## config.mk

```make
export PLATFORM = sky130hd
export DESIGN_NAME = bus_cycle_seq
export DESIGN_NICKNAME = d
export VERILOG_FILES = /design/src/rtl/bcs_pkg.sv /design/src/rtl/bcs_status_enc.sv /design/src/rtl/bcs_tstate_fsm.sv /design/src/rtl/bcs_pin_drv.sv /design/src/rtl/bus_cycle_seq.sv
export SDC_FILE = /design/constraint.sdc
export NUM_CORES = 1
export LEC_CHECK = 0
export BUFFER_PORTS_ARGS = -buffer_cell sky130_fd_sc_hd__buf_2
export CAP_MARGIN = 20
export CORE_ASPECT_RATIO = 1.2
export CORE_UTILIZATION = 45
export DETAILED_ROUTE_END_ITERATION = 7
export GPL_TIMING_DRIVEN = 0
export PLACE_DENSITY = 0.72
export SLEW_MARGIN = 20
export SYNTH_ARGS = -nofsm -noshare
export SYNTH_HDL_FRONTEND = slang
export SYNTH_HIERARCHICAL = 1
export SYNTH_SLANG_ARGS = --single-unit
```

## constraint.sdc

```tcl
create_clock -name clk -period 2 [get_ports clk]
set_input_delay 0.3 -clock clk [delete_from_list [all_inputs] [get_ports clk]]
set_output_delay 0.3 -clock clk [all_outputs]
set_load 0.01 [all_outputs]
```

## src/rtl/bcs_pkg.sv

```systemverilog
package bcs_pkg;

   typedef enum logic [2:0] {
      CYC_FETCH = 3'd0,
      CYC_MEMRD = 3'd1,
      CYC_MEMWR = 3'd2,
      CYC_IORD  = 3'd3,
      CYC_IOWR  = 3'd4
   } cyc_kind_e;

   typedef enum logic [2:0] {
      ST_IDLE = 3'd0,
      ST_T1   = 3'd1,
      ST_T2   = 3'd2,
      ST_TW   = 3'd3,
      ST_T3   = 3'd4,
      ST_T4   = 3'd5,
      ST_HOLD = 3'd6
   } tstate_e;

   typedef struct packed {
      logic legal;
      logic stat1;
      logic stat0;
      logic port_sel;
      logic is_write;
      logic is_fetch;
   } cyc_attr_t;

endpackage

```

## src/rtl/bcs_status_enc.sv

```systemverilog
module bcs_status_enc
   import bcs_pkg::*;
(
   input  logic [2:0] kind,
   output cyc_attr_t  attr
);

   always_comb begin
      attr = '0;
      unique case (kind)
         CYC_FETCH: attr = '{legal:1'b1, stat1:1'b1, stat0:1'b1, port_sel:1'b0, is_write:1'b0, is_fetch:1'b1};
         CYC_MEMRD: attr = '{legal:1'b1, stat1:1'b1, stat0:1'b0, port_sel:1'b0, is_write:1'b0, is_fetch:1'b0};
         CYC_MEMWR: attr = '{legal:1'b1, stat1:1'b0, stat0:1'b1, port_sel:1'b0, is_write:1'b1, is_fetch:1'b0};
         CYC_IORD:  attr = '{legal:1'b1, stat1:1'b1, stat0:1'b0, port_sel:1'b1, is_write:1'b0, is_fetch:1'b0};
         CYC_IOWR:  attr = '{legal:1'b1, stat1:1'b0, stat0:1'b1, port_sel:1'b1, is_write:1'b1, is_fetch:1'b0};
         default:   attr = '0;
      endcase
   end

endmodule

```

## src/rtl/bcs_tstate_fsm.sv

```systemverilog
module bcs_tstate_fsm
   import bcs_pkg::*;
(
   input  logic    clk,
   input  logic    rst_n,
   input  logic    start,
   input  logic    is_fetch,
   input  logic    ready,
   input  logic    hold,
   output tstate_e state,
   output logic    last_t
);

   tstate_e nxt;

   assign last_t = (state == ST_T4) || (state == ST_T3 && !is_fetch);

   always_comb begin
      nxt = state;
      unique case (state)
         ST_IDLE: if (hold) nxt = ST_HOLD; else if (start) nxt = ST_T1;
         ST_T1:   nxt = ST_T2;
         ST_T2:   nxt = ready ? ST_T3 : ST_TW;
         ST_TW:   nxt = ready ? ST_T3 : ST_TW;
         ST_T3:   if (is_fetch) nxt = ST_T4; else nxt = hold ? ST_HOLD : ST_IDLE;
         ST_T4:   nxt = hold ? ST_HOLD : ST_IDLE;
         ST_HOLD: nxt = hold ? ST_HOLD : ST_IDLE;
         default: nxt = ST_IDLE;
      endcase
   end

   always_ff @(posedge clk or negedge rst_n) begin
      if (!rst_n) state <= ST_IDLE;
      else        state <= nxt;
   end

   // a low ready keeps the sequencer in the wait state
   p_wait_stall_r7: assert property (@(posedge clk) disable iff (!rst_n)
      (state == ST_TW && !ready) |=> (state == ST_TW));

   // a new cycle never begins straight out of a hold
   p_hold_exit_r9: assert property (@(posedge clk) disable iff (!rst_n)
      (state == ST_HOLD) |=> (state == ST_HOLD || state == ST_IDLE));

endmodule

```

## src/rtl/bcs_pin_drv.sv

```systemverilog
module bcs_pin_drv
   import bcs_pkg::*;
#(
   parameter int ADDR_W      = 16,
   parameter int DATA_W      = 8,
   parameter bit PORT_MIRROR = 1'b1,
   localparam int HI_W       = ADDR_W - DATA_W
) (
   input  logic              clk,
   input  logic              rst_n,
   input  tstate_e           state,
   input  cyc_attr_t         attr,
   input  logic [ADDR_W-1:0] addr_q,
   input  logic [DATA_W-1:0] wdata_q,
   output logic [HI_W-1:0]   addr_hi,
   output logic              addr_hi_oe,
   output logic [DATA_W-1:0] ad_out,
   output logic              ad_oe,
   output logic              ale,
   output logic              rd_n,
   output logic              wr_n,
   output logic              io_m,
   output logic              s1,
   output logic              s0,
   output logic              ctrl_oe
);

   logic [HI_W-1:0] port_hi;
   logic            in_cycle;
   logic            xfer;

   generate
      if (PORT_MIRROR) begin : g_mirror
         assign port_hi = HI_W'(addr_q[DATA_W-1:0]);
      end else begin : g_zero
         assign port_hi = '0;
      end
   endgenerate

   assign in_cycle = (state == ST_T1) || (state == ST_T2) || (state == ST_TW) ||
                     (state == ST_T3) || (state == ST_T4);
   assign xfer     = (state == ST_T2) || (state == ST_TW) || (state == ST_T3);

   always_comb begin
      addr_hi    = attr.port_sel ? port_hi : addr_q[ADDR_W-1:DATA_W];
      addr_hi_oe = (state != ST_HOLD);
      ctrl_oe    = (state != ST_HOLD);
      ale        = (state == ST_T1);
      rd_n       = !(xfer && attr.legal && !attr.is_write);
      wr_n       = !(xfer && attr.legal && attr.is_write);
      io_m       = in_cycle && attr.port_sel;
      s1         = in_cycle && attr.stat1;
      s0         = in_cycle && attr.stat0;
      ad_oe      = (state == ST_T1) || (xfer && attr.is_write);
      if (state == ST_T1)               ad_out = addr_q[DATA_W-1:0];
      else if (xfer && attr.is_write)   ad_out = wdata_q;
      else                              ad_out = '0;
   end

   // the two strobes are never active together
   p_strobe_excl_r4: assert property (@(posedge clk) disable iff (!rst_n)
      !(!rd_n && !wr_n));

   // the address strobe lasts one clock
   p_ale_single_r2: assert property (@(posedge clk) disable iff (!rst_n)
      ale |=> !ale);

endmodule

```

## src/rtl/bus_cycle_seq.sv

```systemverilog
module bus_cycle_seq
   import bcs_pkg::*;
#(
   parameter int ADDR_W      = 16,
   parameter int DATA_W      = 8,
   parameter bit PORT_MIRROR = 1'b1,
   localparam int HI_W       = ADDR_W - DATA_W
) (
   input  logic              clk,
   input  logic              rst_n,
   input  logic              req_valid,
   input  logic [2:0]        req_kind,
   input  logic [ADDR_W-1:0] req_addr,
   input  logic [DATA_W-1:0] req_wdata,
   output logic              req_accept,
   output logic              req_done,
   output logic [DATA_W-1:0] rd_data,
   input  logic              ready,
   input  logic              hold,
   output logic              hlda,
   input  logic [DATA_W-1:0] ad_in,
   output logic [DATA_W-1:0] ad_out,
   output logic              ad_oe,
   output logic [HI_W-1:0]   addr_hi,
   output logic              addr_hi_oe,
   output logic              ale,
   output logic              rd_n,
   output logic              wr_n,
   output logic              io_m,
   output logic              s1,
   output logic              s0,
   output logic              ctrl_oe
);

   generate
      if (ADDR_W <= DATA_W) begin : g_bad_widths
         $error("bus_cycle_seq: ADDR_W must exceed DATA_W");
      end
      if (PORT_MIRROR && (HI_W != DATA_W)) begin : g_bad_mirror
         $error("bus_cycle_seq: port mirroring needs equal address halves");
      end
   endgenerate

   cyc_attr_t         attr_in, attr_q;
   tstate_e           state;
   logic              last_t;
   logic [ADDR_W-1:0] addr_q;
   logic [DATA_W-1:0] wdata_q;

   bcs_status_enc u_enc (
      .kind (req_kind),
      .attr (attr_in)
   );

   assign req_accept = (state == ST_IDLE) && req_valid && attr_in.legal && !hold;
   assign hlda       = (state == ST_HOLD);

   bcs_tstate_fsm u_fsm (
      .clk      (clk),
      .rst_n    (rst_n),
      .start    (req_accept),
      .is_fetch (attr_q.is_fetch),
      .ready    (ready),
      .hold     (hold),
      .state    (state),
      .last_t   (last_t)
   );

   always_ff @(posedge clk or negedge rst_n) begin
      if (!rst_n) begin
         attr_q   <= '0;
         addr_q   <= '0;
         wdata_q  <= '0;
         rd_data  <= '0;
         req_done <= 1'b0;
      end else begin
         req_done <= last_t;
         if (req_accept) begin
            attr_q  <= attr_in;
            addr_q  <= req_addr;
            wdata_q <= req_wdata;
         end
         if (state == ST_T3 && !attr_q.is_write) rd_data <= ad_in;
      end
   end

   bcs_pin_drv #(
      .ADDR_W      (ADDR_W),
      .DATA_W      (DATA_W),
      .PORT_MIRROR (PORT_MIRROR)
   ) u_drv (
      .clk        (clk),
      .rst_n      (rst_n),
      .state      (state),
      .attr       (attr_q),
      .addr_q     (addr_q),
      .wdata_q    (wdata_q),
      .addr_hi    (addr_hi),
      .addr_hi_oe (addr_hi_oe),
      .ad_out     (ad_out),
      .ad_oe      (ad_oe),
      .ale        (ale),
      .rd_n       (rd_n),
      .wr_n       (wr_n),
      .io_m       (io_m),
      .s1         (s1),
      .s0         (s0),
      .ctrl_oe    (ctrl_oe)
   );

   // the bus is fully released while handed over
   p_hold_quiet_r10: assert property (@(posedge clk) disable iff (!rst_n)
      hlda |-> (!ad_oe && !addr_hi_oe && !ctrl_oe));

   // no request is taken while the bus is handed over
   p_hold_blocks_r9: assert property (@(posedge clk) disable iff (!rst_n)
      hlda |-> !req_accept);

   // an accepted request opens with the address strobe
   p_accept_ale_r12: assert property (@(posedge clk) disable iff (!rst_n)
      req_accept |=> ale);

   // codes above the port-write kind are refused
   p_illegal_r11: assert property (@(posedge clk) disable iff (!rst_n)
      (req_valid && req_kind > 3'd4) |-> !req_accept);

   // upper address and status hold steady after T1
   p_steady_r6: assert property (@(posedge clk) disable iff (!rst_n)
      (state == ST_T2 || state == ST_TW || state == ST_T3 || state == ST_T4)
      |-> $stable({addr_hi, s1, s0, io_m}));

endmodule

```

==> results.txt <==
Status - finished, final reports clean
Worst hold path class - input pin to async pin
Area added between synthesis and finish - 25.9%
GRT overflow - 0
Area of the die - 5420 um2
Internal Power - 2.72 mW
Startpoint Class - register
Num CTS Buffers - 5
Maximum fanout along the worst path - 8
Total Power - 4.34 mW
Clk pwr share - 0.133
Least-Margin Pin Slew - 0.941 ns
First-pass GRT wire length - 8360 um
Synth area leaders - dfrtp_1 (46%), mux2_2 (20%), o211ai_2 (4.3%), nand4b_1 (3.0%), nand4bb_1 (2.0%)
Core area - 4940 um2
Final setup margin - 0.0385 ns
Largest net degree at the start of global routing - 43
Gate power share - 0.507
Finish-stage setup viols - 0
Crit Reg-Reg Endpoint - rd_data[0]
CTS Sinks - 42
All-Layer GR Usage - 0.209
Worst reg-to-reg path cell count - 3
Post-CTS Hold Fix Bufs - 0
Die Ht - 80.5 um
Multi-input logic area - 1140 um2
Worst-Skew Late Latency - 0.30 ns
H-tree depth - 2
Arrival @ worst endpoint - 1.66 ns
CP Capture Type - output pin
Commonest non-fill, non-tap cells in the layout - buf_2 (79), mux2_2 (42), dfrtp_1 (39), clkbuf_8 (9)
Commonest non-fill, non-tap cell in the layout - buf_2
Max-Cap Viols - 0
RR Startpoint - u_fsm/state[1]
Total Wirelength - 5060 um
Register Area - 1050 um2
WP data required - 1.70 ns
Root buffer cell - clkbuf_8
Worst slew margin - 0.373
Critical path class - register to output pin
Clock-pin slew on the worst setup and hold paths - 0.08 ns
Synthesized area - 2310 um2
Yosys cell types - 39
Leakage power - 1.40 nW
Net Count, Synth - 222
Bufs on Longest Clock Path - 2
Mapped Cells - 182
YS warnings - 6
ANT nets after route - 0
Flop pwr share - 0.360
P_sw - 1.61 mW
Tmin final - 1.96 ns
Die Wd - 67.4 um
Sequential area share after synthesis - 0.455
Worst Skew - 0.00787 ns
Top cell type by total area after synthesis - dfrtp_1
Net Sw Frac - 0.371
Vias post-DR - 1746
Layout cells sized above 1 - 0.605
# fillers - 456
HPWL Detailed - 3550 um
Nets - 310
Crit path to - ad_out[1]
Wire per inst - 15.3 um
Power Dens Cells - 1490 nW/um2
Max VDD drop - 0.807 mV
Final-report max-slew violation count - 0
R2R setup slack - 0.30 ns
CTS tree - done
I/O Pins - 76
# DRC - 0
F_max - 510 MHz
Diode count - 0
Number of port buffers - 75
Placed cell area - 2760 um2
Number of global-route vias before repair - 1736
Yosys reg bits - 42
Final Cell Area - 2910 um2
Initial core utilization - 0.467
Gpl congestion - 0.777
Antenna violations before repair - 0
Std cell rows - 28
Drt via density - 5.27
Post-Syn Area per Cell - 12.7 um2
Final hold viol count - 0
Unrepaired setup endpoints after global routing - yes
1st-pass router iterations - 4
Pre-CTS setup slack - 0.118 ns
Area fraction of the dominant cell type after synthesis - 0.455
Final Core Density - 0.588
CP Launch Point - u_fsm/state[0]
Iteration-0 DRC Markers - 94
Period utilization - 0.981
[registers in the layout (all words and copies together) (netlist names)]
register	count
addr_q	16
attr_q	6
rd_data	8
req_done	1
u_fsm/state	3
wdata_q	8
[metrics by stage]
stage / hold WS, ns / cells / TNS [ns]
after detailed placement: 0.477 / 317 / 0
after CTS: 0.180 / 329 / 0
after global routing: 0.218 / 331 / -0.0359
after floorplan: 0.00441 / 182 / 0
after global placement: 0.470 / 317 / 0
final: 0.142 / 331 / 0
[timing repair]
item / 4_1_cts / 5_1_grt
gates resized for setup: 3 / 3
setup buffers: 4 / 2
setup endpoints to repair: 16 / 11
[layer usage]
metal | routed length [um] | track usage
met2 | 2580 | 0.338
met4 | 63 | 0.0702
met5 | 0 | 0
met1 | 2220 | 0.281
met3 | 198 | 0.0341
[layout make-up]
| type | instances | area share |
|---|---|---|
| Timing Repair Buffer | 81 | 0.143 |
| Clock buffer | 6 | 0.0284 |
| Inverter | 4 | 0.00517 |
| Sequential cell | 42 | 0.363 |
| Multi-Input combinational cell | 123 | 0.391 |
| Clock inverter | 2 | 0.00431 |
| Buffer | 13 | 0.0392 |
| Tap cell | 60 | 0.0258 |
[cells in the mapped netlist (all sizes together)]
| master | n |
|---|---|
| a21boi | 1 |
| a21oi | 3 |
| a221oi | 1 |
| and2 | 1 |
| and2b | 1 |
| and3 | 1 |
| and3b | 1 |
| buf | 8 |
| clkbuf | 5 |
| dfrtp | 42 |
| inv | 4 |
| mux2 | 45 |
| mux2i | 3 |
| nand2 | 8 |
| nand2b | 3 |
| nand3 | 3 |
| nand3b | 1 |
| nand4 | 1 |
| nand4b | 8 |
| nand4bb | 5 |
| nor2 | 5 |
| nor2b | 3 |
| nor3 | 4 |
| nor3b | 5 |
| nor4b | 1 |
| o211ai | 9 |
| o21ai | 4 |
| o221a | 1 |
| o2bb2ai | 1 |
| or3b | 1 |
| or4bb | 3 |
[logic make-up after synthesis]
kind of cell,after synthesis,synth area share
simple gates,55,0.177
flops,42,0.455
compound gates,20,0.0802
mux,48,0.233
buf+inv,17,0.0547
[worst min path at each step]
stage,from,cells after the start,end,slack [ns]
floorplan,rst_n,0,addr_q[0],0.004
global placement,addr_q[11],1,addr_q[11],0.47
detailed placement,addr_q[11],1,addr_q[11],0.48
CTS,rst_n,1,wdata_q[5],0.18
global route,req_addr[6],2,addr_q[6],0.22
finish,rst_n,1,wdata_q[4],0.14
[critical path, cell delays in order, from the launching register on]
cell and delay, ns:
dfrtp_2 0.46, or3b_1 0.40, buf_6 0.16, o211ai_2 0.18
buf_2 0.16
[power by group through the flow]
stage	sequential [mW]	clock [mW]	combinational, mW
6_report	1.56	0.575	2.20
5_1_grt	1.64	0.626	2.40
4_1_cts	1.58	0.590	2.16
3_5_place_dp	1.64	0	2.06
3_3_place_gp	1.61	0	2.02
2_1_floorplan	1.57	0	1.44
Power figures use the tool's default switching activity.
